### src/rtl/ssm_pkg.sv
// Package: shared constants and the select-code encoding of the matcher.
// Assumes 32-bit configuration words holding eight 4-bit lane fields.
package ssm_pkg;
    localparam int WORD_W         = 32;
    localparam int FIELD_W        = 4;
    localparam int CODE_W         = 2;
    localparam int LANES_PER_WORD = WORD_W / FIELD_W;

    typedef enum logic [CODE_W-1:0] {
        SEL_TIE_LO   = 2'b00,
        SEL_TIE_HI   = 2'b01,
        SEL_SENSE_LO = 2'b10,
        SEL_SENSE_HI = 2'b11
    } sel_code_e;
endpackage

### src/rtl/ssm_cfg_unpack.sv
// Module: picks the 2-bit select code of each input out of the bank of
// configuration words. Assumes lane k of word w controls input 8w+k.
// The upper two bits of each nibble and the lane slots past NUM_INPUTS are
// spare and are folded into a sink so that they are deliberately unused.
module ssm_cfg_unpack
    import ssm_pkg::*;
#(
    parameter int NUM_INPUTS = 140,
    localparam int NUM_WORDS = (NUM_INPUTS + LANES_PER_WORD - 1) / LANES_PER_WORD,
    localparam int CFG_W     = NUM_WORDS * WORD_W
) (
    input  logic [CFG_W-1:0]                 cfg_words,
    output logic [NUM_INPUTS-1:0][CODE_W-1:0] lane_codes
);
    // Builds the mask of configuration bits that never reach a lane.
    function automatic logic [CFG_W-1:0] spare_mask_f();
        logic [CFG_W-1:0] m;
        m = '1;
        for (int s = 0; s < NUM_INPUTS; s++) begin
            m[(s / LANES_PER_WORD) * WORD_W + (s % LANES_PER_WORD) * FIELD_W]     = 1'b0;
            m[(s / LANES_PER_WORD) * WORD_W + (s % LANES_PER_WORD) * FIELD_W + 1] = 1'b0;
        end
        return m;
    endfunction

    localparam logic [CFG_W-1:0] SPARE_MASK = spare_mask_f();

    // Route each lane's code field to its input position.
    for (genvar i = 0; i < NUM_INPUTS; i++) begin : g_lane
        localparam int BASE = (i / LANES_PER_WORD) * WORD_W + (i % LANES_PER_WORD) * FIELD_W;
        assign lane_codes[i] = cfg_words[BASE +: CODE_W];
    end

    // Sink the spare bits; they carry no function.
    logic unused_spare;
    assign unused_spare = ^(cfg_words & SPARE_MASK);
endmodule

### src/rtl/ssm_lane_sense.sv
// Module: turns one input and its select code into a single contribution
// bit that both reduction trees share. Assumes the encoding of
// ssm_pkg::sel_code_e: tie low, tie high, sense 0, sense 1.
module ssm_lane_sense
    import ssm_pkg::*;
(
    input  logic [CODE_W-1:0] code,
    input  logic              sig,
    output logic              contrib
);
    // Decode the select code against the live input.
    always_comb begin
        case (sel_code_e'(code))
            SEL_TIE_LO:   contrib = 1'b0;
            SEL_TIE_HI:   contrib = 1'b1;
            SEL_SENSE_LO: contrib = ~sig;
            default:      contrib = sig;
        endcase
    end
endmodule

### src/rtl/ssm_reduce_tree.sv
// Module: balanced binary reduction of N bits by AND (IS_AND=1) or by OR.
// Assumes N >= 1. Leaves are padded to a power of two with the neutral
// value of the chosen operator, so the depth is ceil(log2(N)) gate levels.
module ssm_reduce_tree #(
    parameter int N      = 140,
    parameter bit IS_AND = 1'b1,
    localparam int DEPTH = (N > 1) ? $clog2(N) : 0,
    localparam int PAD   = 1 << DEPTH
) (
    input  logic [N-1:0] leaves,
    output logic         root
);
    localparam logic NEUTRAL = IS_AND;

    for (genvar l = 0; l <= DEPTH; l++) begin : g_lvl
        localparam int W = PAD >> l;
        logic [W-1:0] v;
        if (l == 0) begin : g_leaf
            // Load real leaves, pad the rest with the neutral value.
            for (genvar j = 0; j < W; j++) begin : g_pad
                if (j < N) begin : g_real
                    assign v[j] = leaves[j];
                end else begin : g_fill
                    assign v[j] = NEUTRAL;
                end
            end
        end else begin : g_node
            // Combine pairs from the level below.
            for (genvar j = 0; j < W; j++) begin : g_pair
                if (IS_AND) begin : g_and
                    assign v[j] = g_lvl[l-1].v[2*j] & g_lvl[l-1].v[2*j+1];
                end else begin : g_or
                    assign v[j] = g_lvl[l-1].v[2*j] | g_lvl[l-1].v[2*j+1];
                end
            end
        end
    end

    assign root = g_lvl[DEPTH].v[0];
endmodule

### src/rtl/ssm_matcher.sv
// Module: top of the programmable signal sense matcher. Unpacks the lane
// codes, senses every input, reduces the contributions by AND and by OR and
// registers both results. Assumes synchronous active-low reset and one
// cycle from input sample to output.
module ssm_matcher
    import ssm_pkg::*;
#(
    parameter int NUM_INPUTS = 140,
    localparam int NUM_WORDS = (NUM_INPUTS + LANES_PER_WORD - 1) / LANES_PER_WORD,
    localparam int CFG_W     = NUM_WORDS * WORD_W
) (
    input  logic                  clk,
    input  logic                  rst_n,
    input  logic [CFG_W-1:0]      cfg_words,
    input  logic [NUM_INPUTS-1:0] sig_in,
    output logic                  and_match,
    output logic                  or_match
);
    logic [NUM_INPUTS-1:0][CODE_W-1:0] lane_codes;
    logic [NUM_INPUTS-1:0]             contrib;
    logic                              and_d;
    logic                              or_d;

    ssm_cfg_unpack #(.NUM_INPUTS(NUM_INPUTS)) u_unpack (
        .cfg_words  (cfg_words),
        .lane_codes (lane_codes)
    );

    for (genvar i = 0; i < NUM_INPUTS; i++) begin : g_sense
        ssm_lane_sense u_lane (
            .code    (lane_codes[i]),
            .sig     (sig_in[i]),
            .contrib (contrib[i])
        );
    end

    ssm_reduce_tree #(.N(NUM_INPUTS), .IS_AND(1'b1)) u_and_tree (
        .leaves (contrib),
        .root   (and_d)
    );

    ssm_reduce_tree #(.N(NUM_INPUTS), .IS_AND(1'b0)) u_or_tree (
        .leaves (contrib),
        .root   (or_d)
    );

    // Register both reductions; reset clears them.
    always_ff @(posedge clk) begin
        if (!rst_n) begin
            and_match <= 1'b0;
            or_match  <= 1'b0;
        end else begin
            and_match <= and_d;
            or_match  <= or_d;
        end
    end

    // Masks of the low and high code bits of every live lane.
    function automatic logic [CFG_W-1:0] code_mask_f(input int ofs);
        logic [CFG_W-1:0] m;
        m = '0;
        for (int s = 0; s < NUM_INPUTS; s++) begin
            m[(s / LANES_PER_WORD) * WORD_W + (s % LANES_PER_WORD) * FIELD_W + ofs] = 1'b1;
        end
        return m;
    endfunction

    localparam logic [CFG_W-1:0] LO_MASK   = code_mask_f(0);
    localparam logic [CFG_W-1:0] CODE_MASK = code_mask_f(0) | code_mask_f(1);

    AST_RESET_CLEARS: assert property (@(posedge clk)
        !rst_n |=> (!and_match && !or_match));

    AST_AND_IMPLIES_OR: assert property (@(posedge clk) disable iff (!rst_n)
        and_match |-> or_match);

    AST_HOLD_STABLE: assert property (@(posedge clk) disable iff (!rst_n)
        ($past(rst_n) && $stable(cfg_words) && $stable(sig_in))
        |=> ($stable(and_match) && $stable(or_match)));

    AST_ALL_TIE_LO: assert property (@(posedge clk) disable iff (!rst_n)
        ((cfg_words & CODE_MASK) == '0) |=> (!and_match && !or_match));

    AST_ALL_TIE_HI: assert property (@(posedge clk) disable iff (!rst_n)
        ((cfg_words & CODE_MASK) == LO_MASK) |=> (and_match && or_match));
endmodule

### config.mk
export PLATFORM = sky130hd
export DESIGN_NAME = ssm_matcher
export DESIGN_NICKNAME = d
export VERILOG_FILES = /design/src/rtl/ssm_pkg.sv /design/src/rtl/ssm_cfg_unpack.sv /design/src/rtl/ssm_lane_sense.sv /design/src/rtl/ssm_reduce_tree.sv /design/src/rtl/ssm_matcher.sv
export SDC_FILE = /design/constraint.sdc
export NUM_CORES = 1
export LEC_CHECK = 0
export ABC_AREA = 1
export BUFFER_PORTS_ARGS = -buffer_cell sky130_fd_sc_hd__buf_2
export CORE_AREA = 4 4 276 278
export DETAILED_ROUTE_END_ITERATION = 8
export DIE_AREA = 0 0 280 282
export GPL_TIMING_DRIVEN = 0
export PLACE_DENSITY = 0.32
export SETUP_SLACK_MARGIN = 0.05
export SLEW_MARGIN = 10
export SYNTH_ARGS = -nofsm -noshare
export SYNTH_HDL_FRONTEND = slang
export SYNTH_SLANG_ARGS = --single-unit
### constraint.sdc
create_clock -name clk -period 2.6 [get_ports clk]
set_input_delay 0.13 -clock clk [delete_from_list [all_inputs] [get_ports clk]]
set_output_delay 0.13 -clock clk [all_outputs]
set_load 0.005 [all_outputs]
==> results.ini <==
[logic_synthesis]
postSynthAreaPerCell_um2=4.290
ys_types=18
synth_area_um2=4320
syn_nets=1725
seq_area_frac_synth_pct=0.9267
yosysWarningCount=0
synth-seq-cells=2
synthCells=1007

[sta]
rsz0062_at_grt=no
tns_ns=0
relSlewSlack_pct=42.20
fin_crit_sh_pct=63.36
finalSetupViolCount=0
min_period_ns=1.647
tightest_slew_ns=0.8640
max_freq_mhz=607.0
setup_slack_ns=0.9527
hold_viol=0
final_max_slew_viol_count=0

[floorplanning]
core_um2=73950
fp.dieH_um=282
die_w_um=280
pin_count=720
rows=100
fp.dieArea_um2=78960
start_util_pct=5.843

[clock_network]
htree_levels=1
cts.sinks=2
cts_tree=done
cts_setup_buffers=0
cts_buffers=3
clk_pin_slew_ns=0.03
clockBufferDepth=2
cts-resized-gates=0
root_buffer=clkbuf_16
cts_hold_repair.buffers=0

[run]
drv_cap=0

[route]
wl_per_cell_um=12.10
drtIter0Drc=194
ant_nets=0
drc_errors=0
wirelength_um=29120
avgViaCountPerCell=2.791
num_vias=6719
first_pass_iters=6

[power]
p_leak_nw=4.821
fin_total_pwr_w=0.001213
peakVddDrop_v=0.0001253
pwr_density_cell_nw_per_um2=156.8

[critical_path]
arrival_ns=1.76
required_ns=2.72
end_kind=register
worst-path-max-fanout=2
cp-start-kind=input pin
path_class=in -> reg

[grt]
grt_pass1_wl_um=39520
overflow=0
grt_use_total_pct=6.809
grt_pass1_vias=6530
grt_max_degree=3
antenna_found_initial=24

[placement]
numPortBuffers=423
gp_congestion=0.7789
placed_area_um2=7650
place_ws_ns=0.3145
detailedPlacementHpwl_um=28400

[worst_hold_path]
hold_path.class=in -> reg

[layout]
stdcell_area_um2=7737
syn2layout_area_growth_pct=79.09
nNetsFinal=2153
drive_gt1_share_pct=32.59
final_core_util_pct=10.46

[run_status]
outcome=completed

-- critical path, stage by stage --
cell	delay (ns)
buf_2	0.10
inv_1	0.06
nand3_1	0.06
nand2_1	0.18
nand2_1	0.08
nor2_1	0.26
nand2_1	0.08
nor2_1	0.18
nand2_1	0.10
nor2_1	0.30
nand3_1	0.12
nand2_1	0.08
inv_1	0.04
-- synth_stat cells --
master    count  share of area (%)
xor2_1       14                2.8
nand2_4       1               0.26
nor4_2        1               0.29
nor2_2        1               0.14
xor2_2       14                5.3
inv_2         7               0.61
nand3_1     117                 14
nor3_1        1               0.12
nor2_1      118                 10
nand2_1     446                 39
dfxtp_1       2               0.93
nand2_2      15                2.2
a21o_1        3               0.52
nand4_1      12                1.7
and2_1        1               0.14
inv_1       251                 22
nand2b_1      1               0.14
nor3_2        2               0.46
-- flip-flops by register name (all words and copies together) (netlist names) --
name       count
and_match      1
or_match       1
-- power by group --
part	leakage [nW]	switching [W]	internal, W	total (W)
clock network	0.0370	0.0000382	0.000196	0.000234
logic	4.77	0.000527	0.000420	0.000947
registers	0.0165	0.000000168	0.0000318	0.0000319
-- stage by stage --
step                      instances  hold slack [ns]
after floorplan                1007           0.2276
after global placement         2399           0.3725
after detailed placement       2399           0.3732
after CTS                      2402           0.1424
after global routing           2403           0.1483
final                          2407           0.1321
-- layer usage --
metal	up-vias	share of wire, %	track usage, %
li1	3757	-	-
met1	2595	41	7.953
met2	315	46	12.10
met3	30	12	3.146
met4	22	0.41	0.1689
met5	-	0.46	0
-- final cells by class --
cell class | count | area [um2]
sequential | 2 | 40.04
timing repair buffer | 423 | 2117
tap | 969 | 1212
fill | 8854 | 66210
clock buffer | 3 | 75.07
inverter | 258 | 968.4
multi-input combinational | 747 | 3312
antenna | 5 | 12.51
-- path summary, 6_finish.rpt --
path                   startpoint        to  slack (ns)  depth (start not counted)
worst max-delay path  sig_in[130]  or_match        0.95                         13
worst min-delay path        rst_n  or_match        0.13                          3
-- cells by family after synthesis --
| group | after synthesis | share of synthesized area (%) |
|---|---|---|
| and+or+nand+nor | 716 | 68.03 |
| buffers and inverters | 258 | 22.42 |
| xor gates and xnor gates | 28 | 8.109 |
| AOI/OAI and AO/OA | 3 | 0.5212 |
| DFF | 2 | 0.9268 |
-- layout by cell type (no fill, tap or decap), drive strengths merged --
master and count:
nand2 462, buf 423, inv 258, nor2 119, nand3 117, xor2 28, nand4 12, diode 5
a21o 3, clkbuf 3, nor3 3, dfxtp 2, nor4 1, and2 1, nand2b 1
No activity file was read; power rests on OpenSTA's default activity.
